==> src/rtl/agc_gate_ctrl.sv <==
module agc_gate_ctrl #(
  parameter int GW       = 6,
  parameter int LW       = 8,
  parameter int CW       = 16,
  parameter int ATK_BASE = 9,
  parameter int DCY_BASE = 36,
  parameter int CODE_MAX = 10,
  parameter int GATE_BASE = 102,
  parameter int HYST     = 4,
  parameter int GAIN_RST = 16,
  parameter int CEIL_RST = 40
) (
  input  logic          clk,
  input  logic          rst_n,
  input  logic          cfg_we,
  input  logic [1:0]    cfg_addr,
  input  logic [7:0]    cfg_wdata,
  input  logic          level_stb,
  input  logic [LW-1:0] level_atten,
  input  logic [LW-1:0] target_atten,
  output logic [GW-1:0] gain,
  output logic          mute
);
  localparam logic [1:0] HOLD = 2'd0, DN = 2'd1, UP = 2'd2;

  logic [3:0]    atk, dcy;
  logic          mode;
  logic [1:0]    sel;
  logic [4:0]    thr;
  logic          ng_mute, ng_en;
  logic [GW-1:0] ceil_r;
  logic [GW-1:0] gain_q;
  logic          gate_q;
  logic [1:0]    act_q, act;
  logic [CW-1:0] cnt, per, atk_per, dcy_per;
  logic [LW-1:0] thr_close, thr_open;
  logic          gate_nx;
  logic [GW-1:0] top;

  assign atk_per   = CW'(ATK_BASE) << ((atk > 4'(CODE_MAX)) ? 4'(CODE_MAX) : atk);
  assign dcy_per   = CW'(DCY_BASE) << ((dcy > 4'(CODE_MAX)) ? 4'(CODE_MAX) : dcy);
  assign thr_close = LW'(GATE_BASE) - LW'({thr, 1'b0});
  assign thr_open  = thr_close - LW'(HYST);
  assign gate_nx   = (level_atten > thr_close) ? 1'b1 :
                     (level_atten < thr_open)  ? 1'b0 : gate_q;
  assign top       = mode ? ceil_r : {GW{1'b1}};

  always_comb begin
    if (sel == 2'b00 || (ng_en && !ng_mute && gate_nx))
      act = HOLD;
    else if (level_atten < target_atten)
      act = DN;
    else if (level_atten > target_atten || mode)
      act = UP;
    else
      act = HOLD;
  end

  assign per  = (act == DN) ? atk_per : dcy_per;
  assign gain = gain_q;
  assign mute = ng_en & ng_mute & gate_q;

  always_ff @(posedge clk or negedge rst_n) begin
    if (!rst_n) begin
      atk     <= 4'd2;
      dcy     <= 4'd3;
      mode    <= 1'b0;
      sel     <= 2'b00;
      thr     <= 5'd0;
      ng_mute <= 1'b0;
      ng_en   <= 1'b0;
      ceil_r  <= GW'(CEIL_RST);
    end else if (cfg_we) begin
      case (cfg_addr)
        2'd0: begin atk <= cfg_wdata[3:0]; dcy <= cfg_wdata[7:4]; end
        2'd1: begin
          sel <= cfg_wdata[2:1];
          if (sel == 2'b00) mode <= cfg_wdata[0];
        end
        2'd2: begin thr <= cfg_wdata[4:0]; ng_mute <= cfg_wdata[5]; ng_en <= cfg_wdata[6]; end
        default: ceil_r <= cfg_wdata[GW-1:0];
      endcase
    end
  end

  always_ff @(posedge clk or negedge rst_n) begin
    if (!rst_n) begin
      gain_q <= GW'(GAIN_RST);
      gate_q <= 1'b0;
      act_q  <= HOLD;
      cnt    <= '0;
    end else if (level_stb) begin
      gate_q <= gate_nx;
      act_q  <= act;
      if (act == HOLD)
        cnt <= '0;
      else if (act != act_q)
        cnt <= CW'(1);
      else if (cnt + CW'(1) >= per) begin
        cnt <= '0;
        if (act == DN && gain_q != '0) gain_q <= gain_q - GW'(1);
        if (act == UP && gain_q < top) gain_q <= gain_q + GW'(1);
      end else
        cnt <= cnt + CW'(1);
    end
  end
endmodule

==> config.mk <==
export PLATFORM = sky130hd
export DESIGN_NAME = agc_gate_ctrl
export DESIGN_NICKNAME = d
export VERILOG_FILES = /design/src/rtl/agc_gate_ctrl.sv
export SDC_FILE = /design/constraint.sdc
export NUM_CORES = 1
export LEC_CHECK = 0
export ABC_AREA = 0
export BUFFER_PORTS_ARGS = -buffer_cell sky130_fd_sc_hd__buf_2
export CELL_PAD_IN_SITES_DETAIL_PLACEMENT = 0
export CELL_PAD_IN_SITES_GLOBAL_PLACEMENT = 1
export CORE_UTILIZATION = 50
export DETAILED_ROUTE_END_ITERATION = 12
export PLACE_DENSITY_LB_ADDON = 0.1
export SLEW_MARGIN = 20
export SYNTH_ARGS = -nofsm -noshare
export SYNTH_HDL_FRONTEND = slang
export SYNTH_SLANG_ARGS = --single-unit
export TNS_END_PERCENT = 20
==> constraint.sdc <==
create_clock -name clk -period 8.6 [get_ports clk]
set_input_delay 0.43 -clock clk [delete_from_list [all_inputs] [get_ports clk]]
set_output_delay 0.43 -clock clk [all_outputs]
set_load 0.02 [all_outputs]
* After elaboration in Yosys (flattened, before gate mapping) *
Index checks and enable logic that the tools add are counted.

storage, ports and cells
  bits in registers = 49
  latch bits = 0
  RAM bits = 0
  ROM bits = 0
  logic and storage cells = 70
  memories kept = 0

operators by class
  add/sub/neg operators = 5
  multiply operators = 0
  divide/modulo/power cells = 0
  magnitude comparators = 8
  equality and inequality tests = 5
  shift operators = 2
  multiplexer cells = 14
  bitwise gates (word level) = 5
  reduce and logical (&&, ||, !) cells = 19

operator list
  cell                                                                 count
  16-bit 2-to-1 mux                                                    4
  6-bit 2-to-1 mux                                                     3
  16-bit by 1-bit adder with 16-bit output (second input constant)     1
  16-bit >= comparator                                                 1
  8-bit greater-than comparator                                        2
  8-bit < comparator                                                   2
  4-bit by 4-bit << shifter with 16-bit output (first input constant)  1
  6-bit by 4-bit << shifter with 16-bit output (first input constant)  1
  4-bit greater-than comparator (second input constant)                2
  4-bit 2-to-1 mux                                                     2
  2-bit AND reduction                                                  4
  7-bit by 6-bit subtractor with 8-bit output (first input constant)   1
  8-bit by 3-bit subtractor with 8-bit output (second input constant)  1
  6-bit by 1-bit adder with 6-bit output (second input constant)       1
  2-bit logical NOT                                                    3
  6-bit < comparator                                                   1
  2-bit 2-to-1 mux                                                     3
  6-bit nonzero test                                                   1
  6-bit by 1-bit subtractor with 6-bit output (second input constant)  1
  5-bit AND reduction                                                  1
  2-bit by 1-bit == test with 1-bit output (second input constant)     2
  2-bit == test (second input constant)                                2
  1-bit logical AND                                                    4
  1-bit inverter                                                       3
  other kinds (8)                                                      11

* Longest topological paths before layout *
Gate-level depths: netlist (run 1).

  depth in word-level cells = 14
  mapped depth = 24
  depth with buffers taken out = 21

* Worst setup path before layout (run 1) *
No wires, ideal clock.

  kind = flip-flop to flip-flop
  start = register thr[2]
  end = register cnt[9]
  setup time = 0.087 ns
  arrival = 4.075 ns
  path slack = 4.438 ns
  stages on the path, launching flop included = 23
  cells stage by stage = dfrtp_1 inv_1 ha_1 xnor2_1 nand3_1 xnor2_1 ha_1 nand2_1 o21ai_0 o21ai_0 nand3_4 nor2_1 clkbuf_1 a31oi_1 ha_1 a21o_1 a21o_1 a21oi_1 nand3_1 a211oi_2 buf_6 nand3b_1 o211ai_1

on the way
  longest elaborated chain between the ends = 14
  elaborated cells between the ends (all ways) = 17
  those cells by class = add/sub (2); order compare (3); eq/ne (2); mux (7); reduce/logical (3)

ends and longest elaborated chain
  what                                           line  source
  start, declared                                29    logic [4:0] thr;
  start signal, assigned                         80    2'd2: begin thr <= cfg_wdata[4:0]; ng_mute <= cfg_wdata[5]; ng_en <= cfg_wdata[6]; end
  7-bit by 6-bit subtractor with 8-bit output *  42    assign thr_close = LW'(GATE_BASE) - LW'({thr, 1'b0});
  8-bit by 3-bit subtractor with 8-bit output    43    assign thr_open = thr_close - LW'(HYST);
  8-bit < comparator                             45    (level_atten < thr_open) ? 1'b0 : gate_q;
  1-bit 2-to-1 mux                               45
  1-bit 2-to-1 mux *                             44    assign gate_nx = (level_atten > thr_close) ? 1'b1 :
  1-bit logical AND *                            49    if (sel == 2'b00 || (ng_en && !ng_mute && gate_nx))
  1-bit logical OR *                             49
  2-bit 2-to-1 mux *                             49
  2-bit by 1-bit == test with 1-bit output       59    assign per = (act == DN) ? atk_per : dcy_per;
  16-bit 2-to-1 mux                              59
  16-bit >= comparator                           99    else if (cnt + CW'(1) >= per) begin
  16-bit 2-to-1 mux                              99
  16-bit 2-to-1 mux                              97    else if (act != act_q)
  16-bit 2-to-1 mux *                            95    if (act == HOLD)
  end signal, assigned                           104   cnt <= cnt + CW'(1);
  end, declared                                  35    logic [CW-1:0] cnt, per, atk_per, dcy_per;

Mark *: on every way between the ends. The rest lies on a longest branch, timed or not.
A chain may end at the register's enable or synchronous reset.

* Worst setup path after layout (run 1) *
  start = register thr[2]
  end = register cnt[13]

The elaborated chain is that of the path after synthesis.

==> impl_metrics.env, run 1 <==
export IMPL_post_layout_nonfiller_instances=554
export IMPL_worstSetupStartpointType="flop"
export IMPL_setup_tns_ns=0
export IMPL_vias_per_cell=5.78
export IMPL_slew_headroom=0.351
export IMPL_synth_edf_count=0
export IMPL_antenna_found_initial=0
export IMPL_cap_viol_max_count=0
export IMPL_slew_viol_final=0
export IMPL_p_clk_frac=0.164
export IMPL_async_flop_share=1.00
export IMPL_comb_power_share=0.478
export IMPL_remaining_drc_errors=0
export IMPL_grt_pass1_wl_mm=15.3
export IMPL_power_switching_mw=0.384
export IMPL_final_util=0.565
export IMPL_start_util=0.515
export IMPL_portBuffers=36
export IMPL_seq_power_share=0.359
export IMPL_synth_area_leader_cell="dfrtp_1"
export IMPL_drt_total_wl_mm=8.91
export IMPL_tightest_slew_ns=0.972
export IMPL_dpl_cell_count=546
export IMPL_clock_latency_ns=0.32
export IMPL_path_class="flop to flop"
export IMPL_yosysSeqAreaShare=0.310
export IMPL_syn_avg_cell_area_um2=9.60
export IMPL_p_leak_nw=2.09
export IMPL_p_int_mw=0.538
export IMPL_setup_viol=0
export IMPL_nets=539
export IMPL_cp_arrival_ns=5.30
export IMPL_finalCriticalPeriod_ns=5.06
export IMPL_cts_resized=0
export IMPL_cts_tree="yes"
export IMPL_die_y_um=91.2
export IMPL_grt_overflow=0
export IMPL_power_density_mw_per_mm2=211
export IMPL_post_cts_setup_buffers=0
export IMPL_drt_pass1_iter_count=4
export IMPL_synth_top_area_frac=0.270
export IMPL_die_area_mm2=0.00833
export IMPL_synth_area_leaders="dfrtp_1, ha_1, mux2_2, dfstp_2, xnor2_1"
export IMPL_antenna_cells=0
export IMPL_synthToLayoutAreaGrowth_pct=9.58
export IMPL_layout_drive_gt1_share=0.206
export IMPL_fin_crit_sh=0.588
export IMPL_io_pins=37
export IMPL_cts_htree_levels=2
export IMPL_p_sw_frac=0.416
export IMPL_cts_num_sinks=49
export IMPL_rr_worst_depth=22
export IMPL_place_congestion=0.845
export IMPL_status="finished, final reports clean"
export IMPL_nFillCells=709
export IMPL_clockRootBuffer="clkbuf_8"
export IMPL_die_w_um=91.2
export IMPL_rrSetupSlack_ns=3.54
export IMPL_synth_seq_cells=49
export IMPL_rsz0062_at_grt="no"
export IMPL_path_clk_slew_ns=0.10
export IMPL_timing_fmax_mhz=198
export IMPL_ys_types=54
export IMPL_cts_hold_buf=0
export IMPL_worstPathRequired_ns=8.84
export IMPL_r2r_start="thr[2]$_DFFE_PN0P_"
export IMPL_wl_per_cell_um=16.1
export IMPL_hpwl_mm=7.02
export IMPL_synthCells=415
export IMPL_synth_area_mm2=0.00398
export IMPL_finalHoldViolCount=0
export IMPL_num_rows=32
export IMPL_drt_iter0_markers=100
export IMPL_clock_path_buffers=2
export IMPL_coreArea_mm2=0.00773
export IMPL_reg2reg_to="cnt[13]$_DFFE_PN0P_"
export IMPL_path_max_fanout=29
export IMPL_end_kind="flop"
export IMPL_dr_total_vias=3204
export IMPL_grt_start_max_net_pins=50
export IMPL_ys_warn_count=0
export IMPL_synth_ff_type="dfrtp_1"
export IMPL_fin_skew_ns=0.0104
export IMPL_track_usage=0.231
export IMPL_cts_buffers=5
export IMPL_synthesis_nets=503
export IMPL_ant_nets=0
export IMPL_peakVddDrop_v=0.000113
export IMPL_grt_pass1_vias=3163
export IMPL_worstHoldPathType="primary input to asynchronous set/reset pin"
==> worst max path at each step <==
stage,cells after the start,start,endpoint
2_1_floorplan,22,thr[2]$_DFFE_PN0P_,cnt[9]$_DFFE_PN0P_
3_5_place_dp,22,thr[2]$_DFFE_PN0P_,cnt[13]$_DFFE_PN0P_
3_3_place_gp,22,thr[2]$_DFFE_PN0P_,cnt[13]$_DFFE_PN0P_
5_1_grt,22,thr[2]$_DFFE_PN0P_,cnt[13]$_DFFE_PN0P_
4_1_cts,22,thr[2]$_DFFE_PN0P_,cnt[13]$_DFFE_PN0P_
6_report,22,thr[2]$_DFFE_PN0P_,cnt[13]$_DFFE_PN0P_
==> power by group through the flow <==
stage | combinational, mW | clock [mW] | sequential [mW]
after CTS | 0.439 | 0.155 | 0.330
after global routing | 0.499 | 0.164 | 0.339
after floorplan | 0.330 | 0 | 0.324
after global placement | 0.425 | 0 | 0.334
after detailed placement | 0.438 | 0 | 0.335
final | 0.440 | 0.151 | 0.331
==> per-stage QoR <==
stage | setup WS [ns] | hold slack, ns | total power, mW | instance area, µm²
after CTS | 3.55 | 0.240 | 0.924 | 4360
after detailed placement | 3.58 | 0.485 | 0.772 | 4260
after global placement | 3.74 | 0.482 | 0.759 | 4260
final | 3.54 | 0.209 | 0.922 | 4360
after floorplan | 4.44 | 0.134 | 0.654 | 3980
after global routing | 3.04 | 0.261 | 1.00 | 4360
==> layout by cell type (no fill, tap or decap), types with 16 or more instances in the layout <==
master    n
a21oi_1  25
o21ai_0  16
inv_1    25
ha_1     57
nor2_1   22
mux2_2   28
dfrtp_1  43
nand2_1  24
nand3_1  16
buf_2    36
==> worst max-delay path, cell delays in order (launching register included) <==
cell and delay, ns:
dfrtp_1 0.40, inv_1 0.14, ha_1 0.22, xnor2_1 0.16
nand3_1 0.12, xnor2_1 0.14, ha_1 0.29, nand2_1 0.07
o21ai_0 0.12, o21ai_0 0.43, nand3_4 0.19, nor2_1 0.14
buf_4 0.28, nor3b_1 0.08, a31oi_1 0.16, ha_1 0.26
a21o_1 0.18, a21o_1 0.17, a21oi_1 0.14, nand3_1 0.18
a211oi_2 0.81, o21ai_0 0.19, o21ai_0 0.11
==> state kept, by name (all words and copies together) (netlist names) <==
register,count
ng_mute,1
sel,2
gain,6
ng_en,1
atk,4
act_q,2
dcy,4
cnt,16
thr,5
ceil_r,6
gate_q,1
mode,1
==> metal layers <==
layer  global-route usage  up-vias  routed length, µm
li1                     -     1606                  -
met3               0.0302        7                255
met2                0.374       47               4050
met4               0.0397        0                 66
met5                    0        -                  0
met1                0.334     1544               4550
==> cells by family after synthesis <==
logic type / Yosys count / share of synthesized area
AO/OA/AOI/OAI: 100 / 0.171
XOR/XNOR: 22 / 0.0484
adder cells (fa/ha/maj): 58 / 0.184
buffers and inverters: 35 / 0.0355
flip-flops: 49 / 0.310
multiplexers: 32 / 0.0892
AND/OR/NAND/NOR: 119 / 0.162
==> cells in the mapped netlist (2+ instances only) <==
cell type,number
xor2_1,7
nor3_1,7
o21a_1,3
buf_2,2
dfrtp_1,43
a21o_1,7
a21oi_1,25
ha_1,57
o21bai_1,4
nand2b_1,4
nand3b_1,5
nand2_1,24
o21ai_0,16
a22oi_1,2
a211oi_1,2
xnor2_1,15
mux2_2,28
nand3_1,16
or2_2,3
a22o_1,14
clkbuf_1,6
nor4b_1,3
o31ai_1,2
or4_1,2
and3_1,5
nor4_1,2
dfstp_2,6
nor2b_1,9
o32ai_1,2
inv_1,25
mux2i_1,4
nand4_1,7
nor2_1,22
a31oi_1,8
o211ai_1,6
nor3b_1,4
==> final cells by class <==
type,instances,area [µm²],area share
inverters,26,97.6,0.0224
repair buffers,38,195,0.0447
multi-input cells,331,2610,0.599
clock inverters,3,28.8,0.00659
flip-flops and latches,49,1230,0.283
well taps,102,128,0.0292
clock buffers,5,68.8,0.0158
No activity file was read; power rests on OpenSTA's default activity.
==> inputs of run 2 (changes only) <==
- ABC_AREA: 0 -> 1
- CORE_UTILIZATION: 50 -> 44
- clock period: 8.6 -> 5.1 ns (I/O delays scaled with it)
==> run 2 against run 1 <==
Effect of this change: count of clock-buffer cells in the layout did not move; total power grew 66%; routed wire length grew 12%; synthesized cell count grew 46%; final cell count increased by 38%; worst hold slack worse by 0.16 ns; area after synthesis rose by 8.5%; sequential share of layout area decreased by 2.3 points; maximum frequency grew 15%; critical path type unchanged; largest power group unchanged.
==> impl_metrics.env, run 2 <==
export IMPL_antenna_found_initial=0
export IMPL_synth_area_leader_cell="dfrtp_1"
export IMPL_ys_warn_count=0
export IMPL_die_y_um=101
export IMPL_worstHoldPathType="primary input to asynchronous set/reset pin"
export IMPL_nets=723
export IMPL_largest_reg_flops=16
export IMPL_cts_tree="yes"
export IMPL_layout_common_cells="nand2_1, inv_1, ha_1, nor2_1, dfrtp_1"
export IMPL_fin_area_mm2=0.00475
export IMPL_grt_overflow=0
export IMPL_drt_iter0_markers=107
export IMPL_antenna_cells=0
export IMPL_pre_cts_slack_ns=0.740
export IMPL_place_congestion=0.867
export IMPL_comb_power_share=0.443
export IMPL_synth_seq_cells=49
export IMPL_cts_htree_levels=2
export IMPL_coreArea_mm2=0.00937
export IMPL_cts_num_sinks=49
export IMPL_yosysSeqAreaShare=0.286
export IMPL_slowest_stage="dfrtp_1"
export IMPL_grt_pass1_wl_mm=17.1
export IMPL_finalCriticalPeriod_ns=4.40
export IMPL_fin_total_pwr_mw=1.53
export IMPL_cts_hold_buf=0
export IMPL_setup_tns_ns=0
export IMPL_regArea_mm2=0.00123
export IMPL_die_w_um=101
export IMPL_final_util=0.507
export IMPL_p_int_mw=0.895
export IMPL_rsz0062_at_grt="no"
export IMPL_slew_headroom=0.567
export IMPL_synthToLayoutAreaGrowth_pct=9.90
export IMPL_dpl_cell_area_mm2=0.00461
export IMPL_p_leak_nw=2.53
export IMPL_vias_per_cell=4.96
export IMPL_top_register="cnt"
export IMPL_setup_viol=0
export IMPL_cap_viol_max_count=0
export IMPL_peakVddDrop_v=0.000173
export IMPL_ys_types=44
export IMPL_r2r_start="thr[2]$_DFFE_PN0P_"
export IMPL_ant_nets=0
export IMPL_grt_pass1_vias=3555
export IMPL_io_pins=37
export IMPL_dpl_cell_count=757
export IMPL_p_sw_frac=0.415
export IMPL_path_clk_slew_ns=0.11
export IMPL_synth_top_area_frac=0.249
export IMPL_status="finished, final reports clean"
export IMPL_dr_total_vias=3797
export IMPL_synthCells=604
export IMPL_hpwl_mm=7.82
export IMPL_synthesis_nets=692
export IMPL_nFillCells=986
export IMPL_cp_slowest_stage_delay_ns=0.38
export IMPL_worst_hold_slack_ns=0.0460
export IMPL_clock_latency_ns=0.31
export IMPL_tightest_slew_ns=0.649
export IMPL_post_cts_setup_buffers=0
export IMPL_async_flop_share=1.00
export IMPL_rrSetupSlack_ns=0.70
export IMPL_grt_start_max_net_pins=50
export IMPL_layout_drive_gt1_share=0.115
export IMPL_synth_area_leaders="dfrtp_1, ha_1, nand2_1, inv_1, o21ai_0"
export IMPL_final_common_cell="nand2_1"
export IMPL_end_kind="flop"
export IMPL_cp_arrival_ns=4.65
export IMPL_drt_total_wl_mm=9.99
export IMPL_p_clk_frac=0.229
export IMPL_crit_path_frequent_cell="nand2_1"
export IMPL_seq_power_share=0.329
export IMPL_cts_buffers=5
export IMPL_portBuffers=36
export IMPL_fin_skew_ns=0.0111
export IMPL_clock_path_buffers=2
export IMPL_path_max_fanout=23
export IMPL_power_density_mw_per_mm2=322
export IMPL_rr_worst_depth=29
export IMPL_reg2reg_to="gain[5]$_DFFE_PN0P_"
export IMPL_worstSetupStartpointType="flop"
export IMPL_timing_fmax_mhz=227
export IMPL_synth_ff_type="dfrtp_1"
export IMPL_track_usage=0.213
export IMPL_drt_pass1_iter_count=4
export IMPL_worstPathRequired_ns=5.35
export IMPL_yosysMostFrequentCell="nand2_1"
export IMPL_start_util=0.461
export IMPL_multiInputGateArea_mm2=0.00265
export IMPL_synth_edf_count=0
export IMPL_finalHoldViolCount=0
export IMPL_post_layout_nonfiller_instances=765
export IMPL_wl_per_cell_um=13.1
export IMPL_power_switching_mw=0.635
export IMPL_fin_crit_sh=0.863
export IMPL_setup_slack_ns=0.697
export IMPL_path_class="flop to flop"
export IMPL_remaining_drc_errors=0
export IMPL_clockRootBuffer="clkbuf_8"
export IMPL_num_rows=35
export IMPL_synth_area_mm2=0.00432
export IMPL_syn_avg_cell_area_um2=7.15
export IMPL_die_area_mm2=0.0102
export IMPL_synth_common_cells="nand2_1, inv_1, ha_1, nor2_1, dfrtp_1"
export IMPL_slew_viol_final=0
export IMPL_cts_resized=0
-- run 2: changes by cell type after synthesis, moves of 5 or more --
cell	before	now
nand3_1	16	23
xnor2_1	15	5
a22o_1	14	0
inv_1	25	95
mux2_2	28	0
nor2b_1	9	0
o21ai_0	16	42
a31oi_1	8	1
and3_1	5	0
nor2_1	22	52
nand3b_1	5	0
nand2_1	24	151
nand4_1	7	25
o21bai_1	4	9
-- run 2: worst max-delay path, delay by kind of cell, from the launching register on --
family | cells | cell delay [ns]
buffers and inverters | 4 | 0.49
and+or+nand+nor | 17 | 1.91
xor gates and xnor gates | 2 | 0.43
AOI/OAI and AO/OA | 3 | 0.33
DFF | 1 | 0.38
adders and majority gates | 3 | 0.79
-- run 2: power by group through the flow --
stage	logic, mW	registers [mW]	clock network, mW
floorplan	0.514	0.510	0
global placement	0.675	0.510	0
detailed placement	0.682	0.510	0
CTS	0.684	0.503	0.355
global route	0.790	0.512	0.366
finish	0.677	0.503	0.350
-- run 2: logic make-up (layout without fill, tap and decap cells) --
logic type,after synthesis,in the layout,synth area share
buffers and inverters,112,144,0.100
AOI/OAI and AO/OA,92,92,0.124
xor gates and xnor gates,16,16,0.0324
adders and majority gates,58,58,0.170
DFF,49,49,0.286
and+or+nand+nor,277,277,0.288
-- run 2: how the worst max path moves through the flow --
stage	from	endpoint	slack, ns
final	thr[2]$_DFFE_PN0P_	gain[5]$_DFFE_PN0P_	0.70
after global routing	thr[2]$_DFFE_PN0P_	gain[1]$_DFFE_PN0P_	0.28
after CTS	thr[2]$_DFFE_PN0P_	gain[2]$_DFFE_PN0P_	0.71
after detailed placement	thr[2]$_DFFE_PN0P_	gain[1]$_DFFE_PN0P_	0.74
after global placement	thr[2]$_DFFE_PN0P_	cnt[13]$_DFFE_PN0P_	0.83
after floorplan	thr[2]$_DFFE_PN0P_	cnt[10]$_DFFE_PN0P_	1.22
-- run 2: cell type report --
class / count / share of cell area
Timing Repair Buffer: 38 / 0.0411
Multi-Input combinational cell: 443 / 0.559
Clock inverter: 3 / 0.0145
Sequential cell: 49 / 0.260
Tap cell: 129 / 0.0340
Clock buffer: 5 / 0.0145
Inverter: 98 / 0.0775
-- run 2: per-layer routing --
layer / GRT usage / vias up / wire length [µm]
li1: - / 2024 / -
met1: 0.299 / 1719 / 5180
met2: 0.350 / 47 / 4430
met3: 0.0277 / 7 / 293
met4: 0.0401 / 0 / 85
met5: 0 / - / 0
